File: config.mk
export PLATFORM = sky130hd
export DESIGN_NAME = exc_entry_seq
export DESIGN_NICKNAME = d
export VERILOG_FILES = /design/src/rtl/exc_seq_pkg.sv /design/src/rtl/exc_arbiter.sv /design/src/rtl/exc_link_calc.sv /design/src/rtl/exc_status_gen.sv /design/src/rtl/exc_entry_seq.sv
export SDC_FILE = /design/constraint.sdc
export NUM_CORES = 1
export LEC_CHECK = 0
export BUFFER_PORTS_ARGS = -buffer_cell sky130_fd_sc_hd__buf_2
export CAP_MARGIN = 20
export CORE_ASPECT_RATIO = 0.75
export CORE_MARGIN = 2
export CORE_UTILIZATION = 44
export DETAILED_ROUTE_END_ITERATION = 8
export GPL_TIMING_DRIVEN = 0
export PLACE_DENSITY = 0.78
export SLEW_MARGIN = 5
export SYNTH_ARGS = -nofsm -noshare
export SYNTH_HDL_FRONTEND = slang
export SYNTH_SLANG_ARGS = --single-unit
File: constraint.sdc
create_clock -name clk -period 4.2 [get_ports clk]
set_clock_uncertainty 0.2 [all_clocks]
set_input_delay 0.84 -clock clk [delete_from_list [all_inputs] [get_ports clk]]
set_output_delay 0.84 -clock clk [all_outputs]
set_load 0.05 [all_outputs]
File: src/rtl/exc_seq_pkg.sv
package exc_seq_pkg;
  typedef enum logic [1:0] {
    KIND_NONE = 2'd0,
    KIND_IRQ  = 2'd1,
    KIND_SWI  = 2'd2
  } exc_kind_e;
endpackage

File: src/rtl/exc_arbiter.sv
module exc_arbiter
  import exc_seq_pkg::*;
(
  input  logic      irq_req,
  input  logic      irq_mask,
  input  logic      swi_valid,
  input  logic      blocked,
  output logic      swi_ready,
  output exc_kind_e kind
);
  always_comb begin
    swi_ready = !blocked;
    kind      = KIND_NONE;
    if (!blocked) begin
      if (swi_valid)                 kind = KIND_SWI;
      else if (irq_req && !irq_mask) kind = KIND_IRQ;
    end
  end
endmodule

File: src/rtl/exc_link_calc.sv
module exc_link_calc
  import exc_seq_pkg::*;
#(
  parameter int XLEN  = 32,
  parameter int T_BIT = 5
) (
  input  logic [XLEN-1:0] pc,
  input  logic [XLEN-1:0] status,
  input  exc_kind_e       kind,
  output logic [XLEN-1:0] link
);
  localparam logic [XLEN-1:0] WIDE_W   = XLEN'(4);
  localparam logic [XLEN-1:0] NARROW_W = XLEN'(2);

  logic [XLEN-1:0] insn_w;
  logic [XLEN-1:0] base;

  always_comb begin
    insn_w = status[T_BIT] ? NARROW_W : WIDE_W;
    base   = pc - insn_w;
    link   = (kind == KIND_IRQ) ? base + WIDE_W : base;
  end
endmodule

File: src/rtl/exc_status_gen.sv
module exc_status_gen #(
  parameter int XLEN   = 32,
  parameter int MODE_W = 5,
  parameter int I_BIT  = 7,
  parameter int T_BIT  = 5
) (
  input  logic [XLEN-1:0]   status,
  input  logic [MODE_W-1:0] mode,
  output logic [XLEN-1:0]   new_status
);
  always_comb begin
    new_status               = status;
    new_status[MODE_W-1:0]   = mode;
    new_status[I_BIT]        = 1'b1;
    new_status[T_BIT]        = 1'b0;
  end
endmodule

File: src/rtl/exc_entry_seq.sv
module exc_entry_seq
  import exc_seq_pkg::*;
#(
  parameter int              XLEN     = 32,
  parameter int              MODE_W   = 5,
  parameter int              I_BIT    = 7,
  parameter int              T_BIT    = 5,
  parameter logic [31:0]     VEC_SWI  = 32'h08,
  parameter logic [31:0]     VEC_IRQ  = 32'h18,
  parameter logic [4:0]      MODE_SVC = 5'h13,
  parameter logic [4:0]      MODE_IRQ = 5'h12
) (
  input  logic              clk,
  input  logic              rst_n,
  input  logic              irq_req,
  input  logic              swi_valid,
  output logic              swi_ready,
  input  logic [XLEN-1:0]   cur_pc,
  input  logic [XLEN-1:0]   cur_status,
  output logic              ent_valid,
  output logic [XLEN-1:0]   ent_pc,
  output logic [XLEN-1:0]   ent_link,
  output logic [XLEN-1:0]   ent_saved,
  output logic [XLEN-1:0]   ent_status,
  output logic [MODE_W-1:0] ent_mode,
  output logic              mode_we,
  output logic              flush
);
  exc_kind_e         kind;
  logic [XLEN-1:0]   link_d;
  logic [XLEN-1:0]   status_d;
  logic [XLEN-1:0]   vec_d;
  logic [MODE_W-1:0] mode_d;
  logic              pulse_q;

  exc_arbiter u_arb (
    .irq_req   (irq_req),
    .irq_mask  (cur_status[I_BIT]),
    .swi_valid (swi_valid),
    .blocked   (pulse_q),
    .swi_ready (swi_ready),
    .kind      (kind)
  );

  always_comb begin
    if (kind == KIND_IRQ) begin
      mode_d = MODE_W'(MODE_IRQ);
      vec_d  = XLEN'(VEC_IRQ);
    end else begin
      mode_d = MODE_W'(MODE_SVC);
      vec_d  = XLEN'(VEC_SWI);
    end
  end

  exc_link_calc #(.XLEN(XLEN), .T_BIT(T_BIT)) u_link (
    .pc     (cur_pc),
    .status (cur_status),
    .kind   (kind),
    .link   (link_d)
  );

  exc_status_gen #(.XLEN(XLEN), .MODE_W(MODE_W), .I_BIT(I_BIT), .T_BIT(T_BIT)) u_stat (
    .status     (cur_status),
    .mode       (mode_d),
    .new_status (status_d)
  );

  always_ff @(posedge clk) begin
    if (!rst_n) begin
      pulse_q    <= 1'b0;
      ent_pc     <= '0;
      ent_link   <= '0;
      ent_saved  <= '0;
      ent_status <= '0;
      ent_mode   <= '0;
    end else begin
      pulse_q <= (kind != KIND_NONE);
      if (kind != KIND_NONE) begin
        ent_pc     <= vec_d;
        ent_link   <= link_d;
        ent_saved  <= cur_status;
        ent_status <= status_d;
        ent_mode   <= mode_d;
      end
    end
  end

  assign ent_valid = pulse_q;
  assign mode_we   = pulse_q;
  assign flush     = pulse_q;
endmodule

# Word-level counts from Yosys, hierarchy flattened
# Cells that the tools add are included.
[word_totals]
output_inout_bits = 137
ramBits = 0
latch_bits = 0
ff_bits = 133
romBits = 0
memories = 0
inputBits = 68
[op_classes]
magnitude_cmp = 0
n_mux = 7
add_sub_neg = 2
div_mod_pow = 0
n_mul = 0
n_reduce_logical = 4
n_bitwise = 0
n_shift = 0
eq_ne = 1
[op_table]
columns = ["op", "count"]
rows = [
  ["32-bit by 3-bit adder with 32-bit output, second input constant", 1],
  ["32-bit 2-to-1 mux", 1],
  ["32-bit subtractor", 1],
  ["5-bit 2-to-1 mux", 1],
  ["2-bit 2-to-1 mux", 2],
  ["3-bit 2-to-1 mux", 1],
  ["2-bit by 1-bit equality test with 1-bit output, second input constant", 1],
  ["1-bit zero test", 2],
  ["1-bit 2-to-1 mux", 2],
  ["2-bit nonzero test", 1],
  ["1-bit logical AND", 1],
]

# Depth between registers and ports, before layout
[depth]
word_depth = 7
ltp_mapped = 13
depth_no_buf = 12

# Hierarchy
# From an unflattened synthesis, not the netlist that was laid out.
[unflattened]
cells_unflattened = 752
area_unflattened_um2 = 5994.5
[by_module_without_submodules]
columns = ["module", "instances", "cells_each", "seq_area_each_um2", "area_each_um2"]
rows = [
  ["exc_entry_seq", 1, 489, 2001.9, 4139.0],
  ["exc_link_calc", 1, 226, 0.0, 1580.3],
  ["exc_status_gen", 1, 34, 0.0, 247.7],
  ["exc_arbiter", 1, 3, 0.0, 27.5],
]

# Least setup slack after synthesis
# Ideal clock, no wire load.
[synth_timing]
path_type = "input port to flip-flop"
startpoint = "input port cur_pc[1]"
endpoint = "register ent_link[28]"
slack_ps = 118
setup_ps = 79
stages = 12
required_time_ps = 3921
t_arrival_ps = 3803
cell_sequence = "inv_1 ha_1 inv_1 fa_1 nor4_1 nand4_1 or4_1 a211o_1 and2_0 clkbuf_1 or4_1 o211ai_1"
[synth_via]
elab_chain_cells = 3
[synth_rtl]
columns = ["element", "line_no", "text"]
rows = [
  ["from (decl)", "exc_entry_seq.sv:18", "input logic [XLEN-1:0] cur_pc,"],
  ["32-bit subtractor *", "exc_link_calc.sv:20", "base = pc - insn_w;"],
  ["32-bit by 3-bit adder with 32-bit output", "exc_link_calc.sv:21", "link = (kind == KIND_IRQ) ? base + WIDE_W : base;"],
  ["32-bit 2-to-1 mux *", "exc_link_calc.sv:21", ""],
  ["to (signal assigned)", "exc_entry_seq.sv:80", "ent_link <= link_d;"],
  ["to (decl)", "exc_entry_seq.sv:22", "output logic [XLEN-1:0] ent_link,"],
]
# Every way passes the cells marked *; elsewhere a longest branch is shown, timed or not.
# A chain may end at the register's enable or synchronous reset.

# Worst setup path in the final report
[layout_timing]
startpoint = "input port cur_status[5]"
endpoint = "register ent_link[27]"
[layout_via]
elab_chain_cells = 4
[layout_rtl]
columns = ["element", "line_no", "text"]
rows = [
  ["from (decl)", "exc_entry_seq.sv:19", "input logic [XLEN-1:0] cur_status,"],
  ["3-bit 2-to-1 mux *", "exc_link_calc.sv:19", "insn_w = status[T_BIT] ? NARROW_W : WIDE_W;"],
  ["32-bit subtractor *", "exc_link_calc.sv:20", ""],
  ["32-bit by 3-bit adder with 32-bit output", "exc_link_calc.sv:21", ""],
  ["32-bit 2-to-1 mux *", "exc_link_calc.sv:21", ""],
]
# Marks and branches as above.

==> impl_metrics.yaml <==
status:
  run_status: "finished clean"
worst_setup_path:
  critPathRequiredTime_ns: 4.26
  worstPathBufferInverterCount: 2
  critical_path.max_fanout: 6
  path_class: "input port to flip-flop"
  crit_path_start_kind: "input port"
  r2r_setup_slack_ns: 0.95
  ff2ff_path_depth: 8
  crit-reg2reg-launch: "ent_valid"
  timing.critical_path.cells: "buf_2, ha_4, inv_1, fa_2, nor4_4, nand4_1, or4_1, a211o_1, a221oi_4, or4b_1, o211ai_1"
  crit_path_max_incr_delay_ns: 0.57
  endpoint_kind: "flip-flop"
  timing.critical_path.arrival_ns: 4.11
  critPathCapture: "ent_link[27]"
  crit-reg2reg-capture: "ent_link[22]"
  cp-startpoint: "cur_status[5]"
  crit_path_cell_count: 11
  critical-path-slowest-cell: "or4_1"
  dominant_delay_contributor_by_cell_family_on_the_critical_path: "simple AND/OR/NAND/NOR gates"
placed_design:
  gp_congestion: 0.942
  numPlacedInstances: 958
  detailed_place_hpwl_um: 11200
  port_buffers: 161
  dp_worst_setup_slack_ns: -0.472
  placed_cell_area_um2: 5790
power_and_ir_drop:
  switching_share: 0.377
  power-per-cell-area_nw_per_um2: 363
  power_frac_seq: 0.320
  p_clk_frac: 0.353
  pnr_total_power_mw: 2.27
  intPower_mw: 1.41
  share_comb_of_total_power: 0.327
  leakagePower_nw: 2.85
  netSwitchingPower_uw: 854
  peakVddDrop_mv: 0.235
finish:
  nets: 911
  mostFrequentLayoutCell: "buf_2"
  final_layout_size_suffix_gt1_frac: 0.334
  mostFrequentLayoutCells: "163 x buf_2, 109 x nand2_1, 77 x buf_4"
  final_design_area_no_fill_um2: 6240
  area.growth.synth_to_final_pct: 33.0
  final-instance-count-excl-fill: 980
  fillers: 997
  diodes: 0
  finalCoreUtilization: 0.604
logic_synthesis:
  synthesis.instances: 627
  synth_edf_count: 0
  async_reset_ff_frac: 0
  seq_area_frac_synth: 0.290
  ys_dominant_reg_cell: "dfxtp_1"
  post_synth_num_cell_types: 66
  yosys_warnings: 0
  syn-cell-area_um2: 4690
  synthesis.area_per_instance_um2: 7.48
  ys_seq_elements: 68
global_routing:
  grt_max_degree: 13
  globalRoute.busiestLayer: "met2"
  wire_length_of_the_first_global_routing_pass_um: 21600
  grt_antenna_before_repair: 0
  groute.layer.met1.usage: 0.326
  gr-usage-met3: 0.0366
  via_count_of_the_first_global_routing_pass: 4372
  grt.met2_usage: 0.373
  globalRouteTotalUtil: 0.235
  grt.overflow.total: 0
min_path:
  min-delay-path-class: "flip-flop to flip-flop"
  min_from: "ent_link[4]"
sta:
  period_minus_slack_ns: 4.05
  timing_worst_slew_pin_value_ns: 0.891
  whs_ns: 0.246
  slew_violations: 0
  final-hold-violation-count: 0
  final.period_utilization: 0.964
  relSlewSlack: 0.397
  fmaxAchievable_mhz: 247
  setup_total_negative_slack_ns: 0
  final-setup-viol-count: 0
  setup_ws_ns: 0.150
clocking:
  post_cts_hold_buffer_count: 0
  clk_pin_slew_ns: 0.06
  htree_num_levels: 3
  cts_inserted_buffers: 9
  ctsLongestPathBuffers: 2
  cts.sinks: 68
  clkLatencyLatePin_ns: 0.33
  tritoncts: "done"
  clock_root_buffer: "clkbuf_16"
routing:
  drt_pre_antenna_iters: 5
  dr_total_vias: 5204
  antenna_violating_nets_post_route: 0
  detail_route.drc_violations: 0
  vias_per_cell: 5.31
  detail_route.iter0.violations: 440
  wirelength_um: 14300
  routed_wire_length_per_instance_um: 14.6
die:
  core_region_area_um2: 10300
  fp.dieArea_um2: 11500
  ios: 205
  fp.dieW_um: 123
  floorplan.initialDensity: 0.454
  chipHeight_um: 93.4
  floorplan.rows: 32
flow_run:
  timing.max_cap.violations: 0
[synthesized netlist by cell type, types with 3 or more instances]
master     instances  area [um^2]
o21a_1             4         30.0
nor4_1            14         87.6
a21oi_1           52          260
and3_1             5         31.3
o31a_1             3         26.3
buf_6              3         33.8
nor4b_1            3         26.3
nor3_1            14         70.1
dfxtp_1           68         1360
or3_1             10         62.6
a21o_1             3         22.5
nand2b_1           4         25.0
xor2_1            10         87.6
o31ai_1            5         37.5
a31oi_1           11         68.8
nor2b_1            6         37.5
nor2_1            39          146
nand3_1           29          145
inv_1              5         18.8
o21ai_0           11         55.1
a211oi_1           3         22.5
o41ai_1            4         35.0
a22oi_1            4         30.0
ha_1               3         37.5
and2_1             4         25.0
nand4b_1           7         61.3
a2111oi_0          3         26.3
nand2_1          109          409
o211ai_1           5         37.5
or4_1              9         67.6
o311ai_0           5         43.8
nor4_2             3         37.5
nand4_1           10         62.6
buf_4             69          518
xnor2_1           18          158
clkbuf_1          32          120
[logic make-up after synthesis]
family | count (synthesis) | share of synthesized area
and+or+nand+nor | 286 | 0.313
AOI/OAI and AO/OA | 125 | 0.171
buffers and inverters | 112 | 0.150
DFF | 68 | 0.290
xor gates and xnor gates | 29 | 0.0581
adders and majority gates | 4 | 0.0123
muxes | 2 | 0.00427
other | 1 | 0.000799
[metal layers]
metal	share of wire	wire length [um]
met1	0.44	6280
met2	0.45	6360
met3	0.099	1420
met4	0.015	218
met5	0	0
[registers in the layout, indices dropped and copies added (netlist names)]
name and count:
ent_pc 1, ent_link 32, ent_saved 32, ent_valid 1, ent_status 2
[tightest hold or removal path: stages, from the launching register on]
cell     delay, ns
dfxtp_1       0.30
nand2_1       0.05
a21oi_1       0.05
[layout make-up]
| cell class | instances | area, um^2 | share of cell area |
|---|---|---|---|
| multi-input combinational | 481 | 2830 | 0.453 |
| sequential | 68 | 1360 | 0.218 |
| timing repair buffer | 169 | 866 | 0.139 |
| buffer | 104 | 676 | 0.108 |
| clock buffer | 9 | 225 | 0.0361 |
| tap | 136 | 170 | 0.0273 |
| clock inverter | 7 | 91.3 | 0.0146 |
| inverter | 6 | 22.5 | 0.00361 |
[power groups by stage]
stage          Sequential [mW]  Combinational [mW]  Clock, mW
6_report                 0.725               0.740      0.801
3_3_place_gp             0.737               0.723          0
4_1_cts                  0.726               0.729      0.805
5_1_grt                  0.731               0.787      0.833
2_1_floorplan            0.904               0.389          0
3_5_place_dp             0.740               0.726          0
[repair_timing]
action,in CTS,in global routing
resized for setup,2,15
setup endpoints to repair,2,11
setup buffers,1,7
pin swaps,0,8
[worst min path at each step]
stage                   endpoint  slack [ns]  cells past startpoint
floorplan            ent_link[6]        0.47                      2
global placement     ent_link[6]        0.24                      2
detailed placement   ent_link[4]        0.24                      2
global route        ent_saved[5]        0.26                      2
CTS                  ent_link[4]        0.25                      2
finish               ent_link[4]        0.25                      2
Note: power is estimated with default switching activity, not from simulation.
